### src/rtl/spi_m3_pkg.sv
package spi_m3_pkg;
  typedef enum logic [2:0] {
    ST_IDLE,
    ST_LEAD,
    ST_LOW,
    ST_HIGH,
    ST_TRAIL
  } seq_state_t;
endpackage

### src/rtl/spi_m3_fifo.sv
module spi_m3_fifo #(
  parameter int W     = 16,
  parameter int DEPTH = 8
) (
  input  logic         clk,
  input  logic         rst_n,
  input  logic         push,
  input  logic [W-1:0] din,
  input  logic         pop,
  output logic [W-1:0] dout,
  output logic         empty,
  output logic         full
);
  localparam int AW = $clog2(DEPTH);
  localparam int CW = $clog2(DEPTH + 1);

  logic [W-1:0]  mem [DEPTH];
  logic [AW-1:0] wptr, rptr;
  logic [CW-1:0] count;
  logic          do_push, do_pop;

  assign full    = (count == CW'(DEPTH));
  assign empty   = (count == '0);
  assign do_push = push && !full;
  assign do_pop  = pop && !empty;
  assign dout    = mem[rptr];

  function automatic logic [AW-1:0] ptr_next(input logic [AW-1:0] p);
    return (p == AW'(DEPTH - 1)) ? '0 : p + AW'(1);
  endfunction

  always_ff @(posedge clk) begin
    if (do_push) mem[wptr] <= din;
  end

  always_ff @(posedge clk or negedge rst_n) begin
    if (!rst_n) begin
      wptr  <= '0;
      rptr  <= '0;
      count <= '0;
    end else begin
      if (do_push) wptr <= ptr_next(wptr);
      if (do_pop)  rptr <= ptr_next(rptr);
      if (do_push && !do_pop)      count <= count + CW'(1);
      else if (do_pop && !do_push) count <= count - CW'(1);
    end
  end
endmodule

### src/rtl/spi_m3_half_timer.sv
module spi_m3_half_timer #(
  parameter int DIV_W = 8
) (
  input  logic             clk,
  input  logic             rst_n,
  input  logic             run,
  input  logic [DIV_W-1:0] reload,
  output logic             tick
);
  logic [DIV_W-1:0] cnt;

  assign tick = run && (cnt == '0);

  always_ff @(posedge clk or negedge rst_n) begin
    if (!rst_n)               cnt <= '0;
    else if (!run || cnt == '0) cnt <= reload - DIV_W'(1);
    else                      cnt <= cnt - DIV_W'(1);
  end
endmodule

### src/rtl/spi_m3_seq.sv
module spi_m3_seq
  import spi_m3_pkg::*;
#(
  parameter int MAX_W = 16,
  parameter int DIV_W = 8,
  parameter int MIN_LEN = 4,
  parameter int MIN_DIV = 2,
  localparam int LEN_W = $clog2(MAX_W + 1),
  localparam int IDX_W = $clog2(MAX_W)
) (
  input  logic             clk,
  input  logic             rst_n,
  input  logic             enable,
  input  logic [LEN_W-1:0] cfg_len,
  input  logic [DIV_W-1:0] cfg_div,
  input  logic             tx_empty,
  input  logic [MAX_W-1:0] tx_word,
  input  logic             rx_full,
  input  logic             miso,
  input  logic             tick,
  output logic             run,
  output logic [DIV_W-1:0] reload,
  output logic             tx_pop,
  output logic             rx_push,
  output logic [MAX_W-1:0] rx_word,
  output logic             overrun_set,
  output logic             frame_start,
  output logic             word_done,
  output logic             sck,
  output logic             ssel_n,
  output logic             mosi,
  output logic             mosi_oe
);
  seq_state_t       state;
  logic [LEN_W-1:0] len_q;
  logic [DIV_W-1:0] div_q;
  logic [MAX_W-1:0] txw_q;
  logic [LEN_W-1:0] bitcnt;
  logic [MAX_W-2:0] rx_acc;
  logic [MAX_W-1:0] rx_shift;
  logic             sck_q, ssel_q, mosi_q, oe_q;

  function automatic logic [LEN_W-1:0] clamp_len(input logic [LEN_W-1:0] l);
    if (l < LEN_W'(MIN_LEN)) return LEN_W'(MIN_LEN);
    if (l > LEN_W'(MAX_W))   return LEN_W'(MAX_W);
    return l;
  endfunction

  function automatic logic [DIV_W-1:0] clamp_div(input logic [DIV_W-1:0] d);
    return (d < DIV_W'(MIN_DIV)) ? DIV_W'(MIN_DIV) : d;
  endfunction

  function automatic logic [MAX_W-1:0] len_mask(input logic [LEN_W-1:0] l);
    logic [MAX_W:0] m;
    m = ({{MAX_W{1'b0}}, 1'b1} << l) - (MAX_W + 1)'(1);
    return m[MAX_W-1:0];
  endfunction

  function automatic logic pick_bit(input logic [MAX_W-1:0] w, input logic [LEN_W-1:0] idx);
    return w[idx[IDX_W-1:0]];
  endfunction

  logic more_ready, start_go, lead_done, rise_ev, last_rise;
  logic next_bit, cont_go, trail_go, release_ev;

  assign more_ready = enable && !tx_empty;
  assign start_go   = (state == ST_IDLE) && more_ready;
  assign lead_done  = (state == ST_LEAD) && tick;
  assign rise_ev    = (state == ST_LOW) && tick;
  assign last_rise  = rise_ev && (bitcnt == '0);
  assign next_bit   = (state == ST_HIGH) && tick && (bitcnt != '0);
  assign cont_go    = (state == ST_HIGH) && tick && (bitcnt == '0) && more_ready;
  assign trail_go   = (state == ST_HIGH) && tick && (bitcnt == '0) && !more_ready;
  assign release_ev = (state == ST_TRAIL) && tick;

  assign rx_shift    = {rx_acc, miso};
  assign rx_word     = rx_shift & len_mask(len_q);
  assign tx_pop      = start_go || cont_go;
  assign rx_push     = last_rise && !rx_full;
  assign overrun_set = last_rise && rx_full;
  assign frame_start = lead_done || cont_go;
  assign word_done   = last_rise;

  assign run    = (state != ST_IDLE);
  assign reload = (state == ST_IDLE) ? clamp_div(cfg_div) : div_q;

  assign sck     = sck_q;
  assign ssel_n  = ssel_q;
  assign mosi    = mosi_q;
  assign mosi_oe = oe_q;

  always_ff @(posedge clk or negedge rst_n) begin
    if (!rst_n) begin
      state  <= ST_IDLE;
      sck_q  <= 1'b1;
      ssel_q <= 1'b1;
      mosi_q <= 1'b0;
      oe_q   <= 1'b0;
      len_q  <= LEN_W'(MIN_LEN);
      div_q  <= DIV_W'(MIN_DIV);
      txw_q  <= '0;
      bitcnt <= '0;
      rx_acc <= '0;
    end else begin
      unique case (state)
        ST_IDLE: if (start_go) begin
          state  <= ST_LEAD;
          ssel_q <= 1'b0;
          oe_q   <= 1'b1;
          mosi_q <= 1'b0;
          txw_q  <= tx_word;
          len_q  <= clamp_len(cfg_len);
          div_q  <= clamp_div(cfg_div);
        end
        ST_LEAD: if (lead_done) begin
          state  <= ST_LOW;
          sck_q  <= 1'b0;
          bitcnt <= len_q - LEN_W'(1);
          mosi_q <= pick_bit(txw_q, len_q - LEN_W'(1));
        end
        ST_LOW: if (rise_ev) begin
          state  <= ST_HIGH;
          sck_q  <= 1'b1;
          rx_acc <= rx_shift[MAX_W-2:0];
        end
        ST_HIGH: begin
          if (next_bit) begin
            state  <= ST_LOW;
            sck_q  <= 1'b0;
            bitcnt <= bitcnt - LEN_W'(1);
            mosi_q <= pick_bit(txw_q, bitcnt - LEN_W'(1));
          end else if (cont_go) begin
            state  <= ST_LOW;
            sck_q  <= 1'b0;
            txw_q  <= tx_word;
            bitcnt <= len_q - LEN_W'(1);
            mosi_q <= pick_bit(tx_word, len_q - LEN_W'(1));
          end else if (trail_go) begin
            state <= ST_TRAIL;
          end
        end
        ST_TRAIL: if (release_ev) begin
          state  <= ST_IDLE;
          ssel_q <= 1'b1;
          oe_q   <= 1'b0;
          mosi_q <= 1'b0;
        end
        default: state <= ST_IDLE;
      endcase
    end
  end
endmodule

### src/rtl/spi_m3_master.sv
module spi_m3_master #(
  parameter int MAX_W      = 16,
  parameter int DIV_W      = 8,
  parameter int FIFO_DEPTH = 8,
  localparam int LEN_W = $clog2(MAX_W + 1)
) (
  input  logic             clk,
  input  logic             rst_n,
  input  logic             enable,
  input  logic [DIV_W-1:0] half_div,
  input  logic [LEN_W-1:0] frame_len,
  input  logic             tx_push,
  input  logic [MAX_W-1:0] tx_data,
  output logic             tx_full,
  output logic             tx_empty,
  input  logic             rx_pop,
  output logic [MAX_W-1:0] rx_data,
  output logic             rx_full,
  output logic             rx_empty,
  output logic             rx_overrun,
  output logic             busy,
  output logic             sck,
  output logic             ssel_n,
  output logic             mosi,
  output logic             mosi_oe,
  input  logic             miso
);
  logic             tx_pop_w, rx_push_w, overrun_set;
  logic             frame_start, word_done;
  logic             tick, run;
  logic [DIV_W-1:0] reload;
  logic [MAX_W-1:0] tx_head, rx_word;
  logic             ovr_q;

  spi_m3_fifo #(.W(MAX_W), .DEPTH(FIFO_DEPTH)) u_txq (
    .clk(clk), .rst_n(rst_n), .push(tx_push), .din(tx_data),
    .pop(tx_pop_w), .dout(tx_head), .empty(tx_empty), .full(tx_full)
  );

  spi_m3_fifo #(.W(MAX_W), .DEPTH(FIFO_DEPTH)) u_rxq (
    .clk(clk), .rst_n(rst_n), .push(rx_push_w), .din(rx_word),
    .pop(rx_pop), .dout(rx_data), .empty(rx_empty), .full(rx_full)
  );

  spi_m3_half_timer #(.DIV_W(DIV_W)) u_timer (
    .clk(clk), .rst_n(rst_n), .run(run), .reload(reload), .tick(tick)
  );

  spi_m3_seq #(.MAX_W(MAX_W), .DIV_W(DIV_W)) u_seq (
    .clk(clk), .rst_n(rst_n), .enable(enable),
    .cfg_len(frame_len), .cfg_div(half_div),
    .tx_empty(tx_empty), .tx_word(tx_head), .rx_full(rx_full),
    .miso(miso), .tick(tick), .run(run), .reload(reload),
    .tx_pop(tx_pop_w), .rx_push(rx_push_w), .rx_word(rx_word),
    .overrun_set(overrun_set), .frame_start(frame_start), .word_done(word_done),
    .sck(sck), .ssel_n(ssel_n), .mosi(mosi), .mosi_oe(mosi_oe)
  );

  always_ff @(posedge clk or negedge rst_n) begin
    if (!rst_n)           ovr_q <= 1'b0;
    else if (overrun_set) ovr_q <= 1'b1;
    else if (rx_pop)      ovr_q <= 1'b0;
  end

  assign rx_overrun = ovr_q;
  assign busy       = ~ssel_n;
endmodule

### config.mk
export PLATFORM = sky130hd
export DESIGN_NAME = spi_m3_master
export DESIGN_NICKNAME = d
export VERILOG_FILES = /design/src/rtl/spi_m3_pkg.sv /design/src/rtl/spi_m3_fifo.sv /design/src/rtl/spi_m3_half_timer.sv /design/src/rtl/spi_m3_seq.sv /design/src/rtl/spi_m3_master.sv
export SDC_FILE = /design/constraint.sdc
export NUM_CORES = 1
export LEC_CHECK = 0
export BUFFER_PORTS_ARGS = -buffer_cell sky130_fd_sc_hd__buf_2
export CORE_UTILIZATION = 55
export DETAILED_ROUTE_END_ITERATION = 8
export HOLD_SLACK_MARGIN = 0.12
export PLACE_DENSITY = 0.72
export SYNTH_ARGS = -nofsm -noshare
export SYNTH_HDL_FRONTEND = slang
export SYNTH_SLANG_ARGS = --single-unit
### constraint.sdc
create_clock -name clk -period 6.2 [get_ports clk]
set_clock_uncertainty 0.1 [all_clocks]
set_input_delay 1.55 -clock clk [delete_from_list [all_inputs] [get_ports clk]]
set_output_delay 1.55 -clock clk [all_outputs]
set_load 0.01 [all_outputs]
==> results.rst <==
.. list-table::
   :header-rows: 1

   * - Metric
     - Value
   * - Synthesized netlist cell count
     - 935
   * - All-layer global routing usage
     - 0.214
   * - Number of nets in the synthesized netlist
     - 995
   * - Clock latency reported for the late side of the worst-skew pair
     - 0.52 ns
   * - Highest clock rate
     - 230 MHz
   * - RR Startpoint
     - u_timer.cnt[0]
   * - Die height
     - 166 um
   * - Port-buffer cells
     - 60
   * - Beginning of the critical path
     - u_rxq.rptr[0]
   * - Slew at the pin closest to its max-slew limit
     - 1.06 ns
   * - First-pass iteration count of the detailed router
     - 7
   * - Number of vias after detailed routing
     - 8160
   * - Die Width
     - 166 um
   * - Synth-to-layout area growth
     - 12.3%
   * - Synthesis Warnings
     - 0
   * - N_diodes
     - 0
   * - Pre-CTS setup slack
     - 2.19 ns
   * - Vias/cell
     - 5.94
   * - Data required time of the worst path
     - 4.55 ns
   * - Starting Density
     - 0.564
   * - Weighted congestion at the end of routability-driven global placement
     - 0.792
   * - Max-slew headroom at the worst pin
     - 0.294
   * - Switching share of power
     - 0.321
   * - Count of flip-flops with a built-in enable after synthesis
     - 256
   * - Via count of the first global-routing pass
     - 8421
   * - CTS sink count
     - 341
   * - Placement Rows
     - 59
   * - Kind of launch point of the worst setup path
     - flip-flop
   * - Mux contribution to synthesized area
     - 0.152
   * - Top cells by area, synth
     - edfxtp_1 (52%), dfrtp_1 (14%), mux4_2 (9.5%), nand2_1 (2.2%), mux2i_1 (2.0%)
   * - Post-layout worst setup margin
     - 1.85 ns
   * - Initial antenna violation count
     - 0
   * - DRC violation count after routing
     - 5
   * - Result of the run
     - complete, but fails checks
   * - Antenna-violating nets left
     - 0
   * - Number of gates resized after CTS
     - 0
   * - WL/cell
     - 20.5 um
   * - Share of synthesized area occupied by flip-flops and latches
     - 0.665
   * - TritonCTS clock tree
     - yes
   * - Primary flip-flop cell chosen by synthesis mapping
     - edfxtp_1
   * - Largest net degree at the start of global routing
     - 83
   * - Aggregate global routing overflow
     - 0
   * - Number of placed instances, taps included
     - 1309
   * - Fin. max-slew vios
     - 0
   * - Final critical-path required period
     - 4.35 ns
   * - Hold Buf Count CTS
     - 0
   * - Final wirelength
     - 28100 um
   * - Root Buffer Master
     - clkbuf_16
   * - HP Start
     - u_seq.div_q[7]
   * - Number of setup violations in the final report
     - 0
   * - Max IR drop VDD
     - 0.000265 V
   * - Mean instance size in the synthesized netlist
     - 15.8 um^2
   * - Combined area of all synthesized cells
     - 0.0148 mm^2
   * - TritonCTS buffer count
     - 36
   * - Global-route wire length before repair
     - 45900 um
   * - Post-CTS setup repair buffer count
     - 0
   * - Setup repair after global routing missed its margin
     - no
   * - Arrival time of the worst setup path
     - 2.70 ns
   * - Cell type with the largest total area after synthesis
     - edfxtp_1
   * - Fraction of registers with async set or reset after synthesis
     - 0.249
   * - Max Buffers Root-to-Sink
     - 3
   * - Comb pwr share
     - 0.286
   * - Portion of total power attributed to the clock network
     - 0.275
   * - Clock transition at path regs
     - 0.06 ns
   * - Maxcap violations
     - 0
   * - Post-synthesis sequential element count
     - 341
   * - Most frequent cell after synthesis
     - edfxtp_1
   * - Violated checks
     - DRC
   * - Number of H-tree branching levels
     - 2
   * - Worst setup path category
     - flip-flop to output pin
   * - Number of different library cells in the post-synthesis netlist
     - 68
   * - XOR/XNOR Fraction of Synth Area
     - 0.0130
   * - Dominant combinational cell family by area after synthesis
     - multiplexers
   * - Floorplan die area
     - 0.0275 mm^2
   * - Post-synth top cells
     - edfxtp_1 (256), nand2_1 (85), dfrtp_1 (81)
   * - Sum of net half-perimeters after detailed placement
     - 17700 um
   * - Count of placed standard cells in the final layout, fillers left out
     - 1374
   * - Leakage power figure
     - 0.00602 uW
   * - P_int
     - 4930 uW
   * - Endpoint class of the critical path
     - output pin
   * - Path type of the worst min-delay path
     - flip-flop to flip-flop
   * - Io pins
     - 61
   * - Number of hold-slack violations in the final timing report
     - 0
   * - Layout net count
     - 1072
   * - Layout cell share with drive strength beyond 1
     - 0.244
   * - Fraction of the mapped netlist area in simple logic gates
     - 0.0735
   * - Post-synthesis share of cell area spent on full adders, half adders and majority gates
     - 0.0222
   * - Total power density per cell area
     - 437 mW/mm^2
   * - Maximum fanout encountered on the critical timing path
     - 19
   * - Share of the clock period used by the worst path
     - 0.702
   * - Final sum of negative setup slack
     - 0 ns
   * - Number of violations reported at the end of detailed-routing iteration 0
     - 669
   * - Compound-gate portion of the synthesized area
     - 0.0545
   * - CORE AREA
     - 0.0262 mm^2
   * - Fraction of post-synthesis cell area in the top cell type by area
     - 0.520
   * - Switching power of the nets
     - 2330 uW
   * - Sequential share of power
     - 0.439
[worst max-delay path, cell delays in order (launching register included)]
cell	delay (ns)
dfrtp_2	0.75
buf_4	0.44
mux4_2	0.55
mux2_2	0.30
buf_2	0.14
[per-stage QoR]
| stage | cell area, um^2 | hold slack, ns | total power [uW] | util |
|---|---|---|---|---|
| after floorplan | 14800 | 0.345 | 4730 | - |
| after global placement | 15500 | 0.378 | 5270 | 0.591 |
| after detailed placement | 15500 | 0.371 | 5320 | 0.591 |
| after CTS | 16600 | 0.386 | 7330 | 0.633 |
| after global routing | 16600 | 0.415 | 7670 | 0.633 |
| final | 16600 | 0.376 | 7260 | 0.633 |
[per-layer routing]
| metal | up-vias | part of all wire | GRT usage |
|---|---|---|---|
| met2 | 209 | 0.50 | 0.368 |
| met3 | 55 | 0.051 | 0.0336 |
| met1 | 4131 | 0.43 | 0.284 |
| met5 | - | 0 | 0 |
| li1 | 3765 | - | - |
| met4 | 0 | 0.024 | 0.0654 |
[power groups by stage]
| stage | clock (uW) | combinational [uW] | sequential [uW] |
|---|---|---|---|
| after floorplan | 0 | 1760 | 2980 |
| after global placement | 0 | 2060 | 3210 |
| after detailed placement | 0 | 2090 | 3230 |
| after CTS | 2030 | 2100 | 3190 |
| after global routing | 2140 | 2290 | 3240 |
| final | 2000 | 2080 | 3180 |
[area by class of cell]
| cell class | instances | area [um^2] |
|---|---|---|
| sequential | 341 | 9820 |
| timing repair buffer | 83 | 475 |
| tap | 335 | 419 |
| clock inverter | 20 | 103 |
| fill | 1887 | 9610 |
| clock buffer | 45 | 1010 |
| inverter | 20 | 75.1 |
| multi-input combinational | 530 | 4690 |
[cell usage in the layout, fill, tap and decap left out, types with 10 or more instances in the layout]
master | Yosys | final
a21oi_1 | 22 | 22
a22oi_1 | 10 | 10
buf_2 | 15 | 59
buf_4 | 4 | 24
clkbuf_16 | 0 | 38
clkinv_2 | 0 | 11
dfrtp_1 | 81 | 78
edfxtp_1 | 256 | 256
ha_1 | 23 | 23
inv_1 | 19 | 19
mux2_1 | 21 | 21
mux2_2 | 22 | 22
mux2i_1 | 29 | 29
mux4_2 | 62 | 62
nand2_1 | 85 | 85
nand2b_1 | 15 | 15
nor2_1 | 45 | 45
nor3_1 | 19 | 14
o21ai_0 | 16 | 16
o21ai_1 | 24 | 24
xnor2_1 | 13 | 13
[path summary, 6_finish.rpt]
path / slack (ns) / cells after the start / endpoint
worst min register to register: 0.38 / 2 / u_seq.div_q[7]
min in group asynchronous: 0.73 / 1 / u_rxq.rptr[1]
worst min-delay path: 0.38 / 2 / u_seq.div_q[7]
worst max-delay path: 1.85 / 4 / rx_data[11]
worst max register to register: 2.19 / 13 / u_rxq.count[3]
max in group asynchronous: 3.99 / 2 / u_txq.rptr[1]
[cells by family (layout without fill, tap and decap cells)]
kind of cell               Yosys count  after routing
muxes                              139            139
DFF                                341            341
and+or+nand+nor                    219            219
adders and majority gates           25             25
buffers and inverters               64            168
xor gates and xnor gates            22             22
AOI/OAI and AO/OA                  125            125
[state kept, by name, indices dropped and copies added (netlist names), 3 cells and up]
name,count
u_rxq.mem,128
u_txq.mem,128
u_seq.txw_q,16
u_seq.rx_acc,15
u_seq.div_q,8
u_timer.cnt,8
u_seq.bitcnt,5
u_seq.len_q,5
u_rxq.count,4
u_txq.count,4
u_rxq.rptr,3
u_rxq.wptr,3
u_seq.state,3
u_txq.rptr,3
u_txq.wptr,3
Power figures use the tool's default switching activity.
